[config.mk]
export PLATFORM = sky130hd
export DESIGN_NAME = sim_step_sequencer
export DESIGN_NICKNAME = d
export VERILOG_FILES = /design/src/rtl/sim_step_pkg.sv /design/src/rtl/sim_step_cmd_decode.sv /design/src/rtl/sim_step_budget.sv /design/src/rtl/sim_step_tally.sv /design/src/rtl/sim_step_sequencer.sv
export SDC_FILE = /design/constraint.sdc
export NUM_CORES = 1
export LEC_CHECK = 0
export ABC_AREA = 1
export BUFFER_PORTS_ARGS = -buffer_cell sky130_fd_sc_hd__buf_2
export CORE_ASPECT_RATIO = 0.7
export CORE_MARGIN = 2
export CORE_UTILIZATION = 60
export DETAILED_ROUTE_END_ITERATION = 7
export GPL_TIMING_DRIVEN = 0
export HOLD_SLACK_MARGIN = 0.06
export PLACE_DENSITY = 0.83
export SLEW_MARGIN = 20
export SYNTH_ARGS = -nofsm -noshare
export SYNTH_HDL_FRONTEND = slang
export SYNTH_SLANG_ARGS = --single-unit
[constraint.sdc]
create_clock -name clk -period 4.9 [get_ports clk]
set_input_delay 0.735 -clock clk [delete_from_list [all_inputs] [get_ports clk]]
set_output_delay 0.735 -clock clk [all_outputs]
set_load 0.05 [all_outputs]
[src/rtl/sim_step_pkg.sv]
package sim_step_pkg;

    typedef enum logic [2:0] {
        ST_PAUSED,
        ST_ARM,
        ST_FIRE,
        ST_WAIT_BUSY,
        ST_WAIT_QUIET
    } step_state_e;

    typedef enum logic [1:0] {
        MODE_FREE,
        MODE_SINGLE,
        MODE_BUDGET
    } run_mode_e;

    localparam logic [2:0] OP_NOP      = 3'd0;
    localparam logic [2:0] OP_RUN      = 3'd1;
    localparam logic [2:0] OP_STEP     = 3'd2;
    localparam logic [2:0] OP_INTERVAL = 3'd3;
    localparam logic [2:0] OP_STOP     = 3'd4;
    localparam logic [2:0] OP_RESET    = 3'd5;

    typedef struct packed {
        logic run;
        logic step;
        logic interval;
        logic stop;
        logic reset;
    } host_req_t;

endpackage

[src/rtl/sim_step_cmd_decode.sv]
module sim_step_cmd_decode
    import sim_step_pkg::*;
(
    input  logic      cmd_valid,
    input  logic [2:0] cmd_op,
    output host_req_t req
);

    always_comb begin
        req = '0;
        if (cmd_valid) begin
            case (cmd_op)
                OP_RUN:      req.run      = 1'b1;
                OP_STEP:     req.step     = 1'b1;
                OP_INTERVAL: req.interval = 1'b1;
                OP_STOP:     req.stop     = 1'b1;
                OP_RESET:    req.reset    = 1'b1;
                default:     req          = '0;  // unused codes do nothing
            endcase
        end
    end

endmodule

[src/rtl/sim_step_budget.sv]
module sim_step_budget #(
    parameter int BUDGET_W = 32
) (
    input  logic                clk,
    input  logic                rst_n,
    input  logic                clear,
    input  logic                load,
    input  logic [BUDGET_W-1:0] load_val,
    input  logic                consume,
    output logic                last,
    output logic                done
);

    localparam logic [BUDGET_W-1:0] ONE = BUDGET_W'(1);

    typedef struct packed {
        logic [BUDGET_W-1:0] left;
        logic                done;
    } budget_t;

    budget_t q, d;

    always_comb begin
        d = q;
        if (clear) begin
            d.left = '0;
            d.done = 1'b0;
        end else if (load) begin
            d.left = load_val;
            d.done = (load_val == '0);
        end else if (consume) begin
            d.left = q.left - ONE;
            if (q.left == ONE) begin
                d.done = 1'b1;
            end
        end
    end

    always_ff @(posedge clk or negedge rst_n) begin
        if (!rst_n) begin
            q <= '0;
        end else begin
            q <= d;
        end
    end

    assign last = (q.left == ONE);
    assign done = q.done;

    AST_BUDGET_NO_UNDERFLOW: assert property (@(posedge clk) disable iff (!rst_n)
        consume |-> (q.left != '0));
    AST_BUDGET_DONE_ON_LAST: assert property (@(posedge clk) disable iff (!rst_n)
        (consume && last && !clear && !load) |=> done);

endmodule

[src/rtl/sim_step_tally.sv]
module sim_step_tally #(
    parameter int COUNT_W = 32
) (
    input  logic               clk,
    input  logic               rst_n,
    input  logic               clear,
    input  logic               incr,
    output logic [COUNT_W-1:0] count
);

    localparam logic [COUNT_W-1:0] ONE = COUNT_W'(1);

    typedef struct packed {
        logic [COUNT_W-1:0] cnt;
    } tally_t;

    tally_t q, d;

    always_comb begin
        d = q;
        if (clear) begin
            d.cnt = '0;
        end else if (incr) begin
            d.cnt = q.cnt + ONE;
        end
    end

    always_ff @(posedge clk or negedge rst_n) begin
        if (!rst_n) begin
            q <= '0;
        end else begin
            q <= d;
        end
    end

    assign count = q.cnt;

    AST_TALLY_STEP_OR_CLEAR: assert property (@(posedge clk) disable iff (!rst_n)
        (count != $past(count)) |-> ((count == $past(count) + ONE) || (count == '0)));

endmodule

[src/rtl/sim_step_sequencer.sv]
module sim_step_sequencer
    import sim_step_pkg::*;
#(
    parameter int COUNT_W  = 32,
    parameter int BUDGET_W = 32
) (
    input  logic                clk,
    input  logic                rst_n,
    input  logic                cmd_valid,
    input  logic [2:0]          cmd_op,
    input  logic [BUDGET_W-1:0] cmd_count,
    input  logic                mesh_idle,
    output logic                step_pulse,
    output logic                running,
    output logic                done,
    output logic [COUNT_W-1:0]  cycle_count
);

    typedef struct packed {
        step_state_e state;
        run_mode_e   mode;
        logic        stop_pend;
    } ctl_t;

    ctl_t      q, d;
    host_req_t req;
    logic      budget_last;
    logic      cycle_done;
    logic      budget_clear;
    logic      budget_load;
    logic      budget_consume;
    logic      paused;

    sim_step_cmd_decode u_decode (
        .cmd_valid (cmd_valid),
        .cmd_op    (cmd_op),
        .req       (req)
    );

    assign paused = (q.state == ST_PAUSED);

    always_comb begin
        d          = q;
        cycle_done = 1'b0;

        if (req.stop && !paused) begin
            d.stop_pend = 1'b1;
        end

        if (req.reset) begin
            d.state     = ST_PAUSED;
            d.mode      = MODE_FREE;
            d.stop_pend = 1'b0;
        end else begin
            case (q.state)
                ST_PAUSED: begin
                    if (req.run) begin
                        d.mode  = MODE_FREE;
                        d.state = ST_ARM;
                    end else if (req.step) begin
                        d.mode  = MODE_SINGLE;
                        d.state = ST_ARM;
                    end else if (req.interval && (cmd_count != '0)) begin
                        d.mode  = MODE_BUDGET;
                        d.state = ST_ARM;
                    end
                end
                ST_ARM: begin
                    if (d.stop_pend) begin
                        d.state     = ST_PAUSED;
                        d.stop_pend = 1'b0;
                    end else if (mesh_idle) begin
                        d.state = ST_FIRE;
                    end
                end
                ST_FIRE: begin
                    d.state = ST_WAIT_BUSY;
                end
                ST_WAIT_BUSY: begin
                    if (!mesh_idle) begin
                        d.state = ST_WAIT_QUIET;
                    end
                end
                ST_WAIT_QUIET: begin
                    if (mesh_idle) begin
                        cycle_done = 1'b1;
                        if (d.stop_pend || (q.mode == MODE_SINGLE) ||
                            ((q.mode == MODE_BUDGET) && budget_last)) begin
                            d.state     = ST_PAUSED;
                            d.stop_pend = 1'b0;
                        end else begin
                            d.state = ST_FIRE;
                        end
                    end
                end
                default: begin
                    d.state = ST_PAUSED;
                end
            endcase
        end
    end

    always_ff @(posedge clk or negedge rst_n) begin
        if (!rst_n) begin
            q.state     <= ST_PAUSED;
            q.mode      <= MODE_FREE;
            q.stop_pend <= 1'b0;
        end else begin
            q <= d;
        end
    end

    assign budget_clear   = req.reset || (paused && (req.run || req.step));
    assign budget_load    = paused && req.interval;
    assign budget_consume = cycle_done && (q.mode == MODE_BUDGET) && !req.reset;

    sim_step_budget #(
        .BUDGET_W (BUDGET_W)
    ) u_budget (
        .clk      (clk),
        .rst_n    (rst_n),
        .clear    (budget_clear),
        .load     (budget_load),
        .load_val (cmd_count),
        .consume  (budget_consume),
        .last     (budget_last),
        .done     (done)
    );

    sim_step_tally #(
        .COUNT_W (COUNT_W)
    ) u_tally (
        .clk   (clk),
        .rst_n (rst_n),
        .clear (req.reset),
        .incr  (cycle_done),
        .count (cycle_count)
    );

    assign step_pulse = (q.state == ST_FIRE);
    assign running    = !paused;

    AST_PULSE_ONE_CLOCK: assert property (@(posedge clk) disable iff (!rst_n)
        step_pulse |=> !step_pulse);
    AST_PULSE_AFTER_QUIET: assert property (@(posedge clk) disable iff (!rst_n)
        $rose(step_pulse) |-> $past(mesh_idle));
    AST_DONE_NOT_RUNNING: assert property (@(posedge clk) disable iff (!rst_n)
        done |-> !running);
    AST_HALT_AT_BOUNDARY: assert property (@(posedge clk) disable iff (!rst_n)
        $fell(running) |-> ($past(mesh_idle) || $past(req.reset) || $past(q.state == ST_ARM)));
    AST_SOFT_RESET_QUIET: assert property (@(posedge clk) disable iff (!rst_n)
        req.reset |=> (!running && !step_pulse && !done && (cycle_count == '0)));

endmodule

==> metrics.md <==
| Metric | Value |
|---|---|
| Area share of the largest cell type after synthesis | `0.342` |
| Drt wl/cell | `15.6 µm` |
| Detailed placer's ending HPWL | `12300 µm` |
| Min-Delay Path Class | `input port to async pin` |
| Synth Area in XOR/XNOR | `0.0101` |
| Reg2reg path depth | `10` |
| Syn Std Cell Area | `0.00520 mm²` |
| Hold_ws | `0.306 ns` |
| Global route overflow | `0` |
| Max clock buf depth | `2` |
| Final hold violation count | `0` |
| Tmin final | `2.14 ns` |
| CTS tree | `built` |
| Worst-Skew Late Latency | `0.35 ns` |
| Worst-path maximum fanout | `7` |
| Net count, final | `951` |
| Yosys Warn Count | `0` |
| Final core occ | `0.717` |
| Initial detailed-routing violation count | `717` |
| Cell Pwr Density | `573 mW/mm²` |
| Gr usage total | `0.351` |
| Antenna Nets Post-Route | `0` |
| Critical Path RT | `5.10 ns` |
| Mux contribution to synthesized area | `0.00193` |
| Startpoint types | `flip-flop` |
| DRT Wirelength | `16100 µm` |
| Crit end category | `flip-flop` |
| Unrepaired setup endpoints after global routing | `no` |
| Post-CTS Setup Inserts | `0` |
| Root buffer cell | `clkbuf_16` |
| Fmax | `466 MHz` |
| First-pass GRT wire length | `25400 µm` |
| Register area share after synthesis | `0.342` |
| Via total after detailed routing | `5824` |
| Syn nets | `866` |
| Starting density of the core | `0.615` |
| Post_cts resized | `0` |
| H-tree depth | `3` |
| Die width | `115 µm` |
| IR drop worst, VDD | `0.332 mV` |
| Simple-Gate Fraction of Synth Area | `0.457` |
| Row Count | `28` |
| Largest net degree at the start of global routing | `48` |
| Compound-Gate Fraction of Synth Area | `0.0975` |
| Layout cells sized above 1 | `0.165` |
| CP Class | `flip-flop to flip-flop` |
| Fin. max-slew vios | `0` |
| Synth-to-layout area growth | `16.4%` |
| CP arrival | `2.35 ns` |
| Clock sink total | `71` |
| Cts bufs inserted | `9` |
| First-pass DRT Iterations | `6` |
| Syn_area_per_cell | `6.31 µm²` |
| Number of flops mapped to enable cells by yosys | `0` |
| Layout Cells excl Fill | `1034` |
| Die area | `0.00943 mm²` |
| Synth area leaders | `dfrtp_1 34%, nand2_1 18%, nor2_1 10%` |
| Leak Pwr | `3.10 nW` |
| Die Ht | `81.9 µm` |
| Endpoints failing setup | `0` |
| Post-synth top area cell | `dfrtp_1` |
| Worst-path clk slew | `0.06 ns` |
| MaxCap Viol Count | `0` |
| Number of diodes | `0` |
| Worst slew pin tran | `0.619 ns` |
| Filler cells | `755` |
| Max Clock Skew | `0.00796 ns` |
| Initial antenna violation count | `0` |
| Status | `finished, final reports clean` |
| Post-synth cell types | `35` |
| #FFs+latches synth | `71` |
| Syn Inst Count | `824` |
| DP Cell Count | `1018` |
| Largest family of logic cells by synthesized area | `simple AND/OR/NAND/NOR gates` |
| Hold_buf cts | `0` |
| Vias per Instance | `5.63` |
| Routability cong. | `0.992` |
| IO Count | `74` |
| Vias in the first global route | `5080` |
| DR DRC count | `0` |
| Post-Synth Adder-Cell Area | `0.00722` |
| Main flop type after synthesis | `dfrtp_1` |
| Final Cycle Share | `0.438` |
| Post-synthesis async set-or-reset flop share | `1.00` |
| Final setup TNS | `0 ns` |
| Port Buffers | `73` |
| Rel. slew slack | `0.584` |
| Core region area | `0.00844 mm²` |
| Post-layout power | `3.46 mW` |
==> report_power, final <==
part	internal (mW)	total, mW	switching, mW
logic	0.522	1.77	1.25
registers	0.771	0.997	0.226
clock network	0.421	0.693	0.272
==> per-layer routing <==
layer	GRT usage	wire length, µm	part of all wire	vias up
met3	0.113	2070	0.13	22
met1	0.534	7570	0.47	2646
li1	-	-	-	2815
met5	0	0	0	-
met2	0.479	6340	0.39	341
met4	0.0771	162	0.010	0
==> critical path: stages (launching register included) <==
cell,delay [ns]
dfrtp_1,0.49
ha_1,0.24
nand2_1,0.07
inv_1,0.11
nand2_1,0.14
nor3_1,0.55
nand2_1,0.13
nand2_1,0.09
nand2_1,0.05
nand3_1,0.05
o21ai_0,0.08
==> area by class of cell <==
type,instances,area (µm²),area share
multi-input combinational,647,2980,0.493
sequential,71,1780,0.294
timing repair buffer,74,395,0.0653
inverter,89,334,0.0552
clock buffer,11,253,0.0418
tap,120,150,0.0248
buffer,17,103,0.0170
clock inverter,5,56.3,0.00931
==> worst paths after layout <==
path | end | start | slack, ns
worst max-delay path | u_tally.count[30]$_DFFE_PN0P_ | u_tally.count[0]$_DFFE_PN0P_ | 2.76
worst min-delay path | u_budget.q[20]$_DFFE_PN0P_ | rst_n | 0.31
worst max register to register | u_tally.count[30]$_DFFE_PN0P_ | u_tally.count[0]$_DFFE_PN0P_ | 2.76
worst min register to register | q[1]$_DFFE_PN0P_ | q[1]$_DFFE_PN0P_ | 0.51
max in group asynchronous | u_tally.count[7]$_DFFE_PN0P_ | rst_n | 4.02
min in group clk | q[1]$_DFFE_PN0P_ | q[1]$_DFFE_PN0P_ | 0.51
==> sequential cells by signal, indices dropped and copies added (netlist names) <==
register and cells:
q 6, u_budget.done 1, u_tally.count 32, u_budget.q 32
==> logic make-up (layout without fill, tap and decap cells) <==
kind of cell | count (synthesis) | in the layout
AND/OR/NAND/NOR | 546 | 546
XOR/XNOR | 6 | 6
multiplexers | 1 | 1
flip-flops | 71 | 71
buffers and inverters | 106 | 196
AO/OA/AOI/OAI | 91 | 91
adder cells (fa/ha/maj) | 3 | 3
==> synth_stat cells, types with 6 or more instances <==
master and n:
dfrtp_1 71, nor3_1 20, o211ai_1 7, o21ai_0 45, xor2_1 6, nand2_1 253
nand3_1 69, a21oi_1 22, inv_1 80, nand2_2 7, nand4_1 17, o22ai_1 11
inv_2 8, nor2_2 18, nor2_1 143, buf_2 10
==> layout by cell type (no fill, tap or decap), types with 3 or more instances in the layout <==
master     count
dfrtp_1       71
nand4_1       17
buf_2         82
o21ai_0       45
nor2_2        18
clkbuf_16      9
o22ai_1       11
or2_2          4
nor3_1        20
nand3b_1       5
nor2_1       143
buf_4          4
nand3_1       69
a21oi_1       22
inv_1         80
nor2_4         4
xor2_1         6
nand2_2        7
o211ai_1       7
ha_1           3
inv_2          8
nand2_1      253
==> per-stage QoR <==
stage | setup WS (ns) | instance area, µm²
floorplan | 2.88 | 5200
global placement | 2.64 | 5710
detailed placement | 2.75 | 5740
CTS | 2.78 | 6050
global route | 2.63 | 6050
finish | 2.76 | 6050
Note: power is estimated with default switching activity, not from simulation.
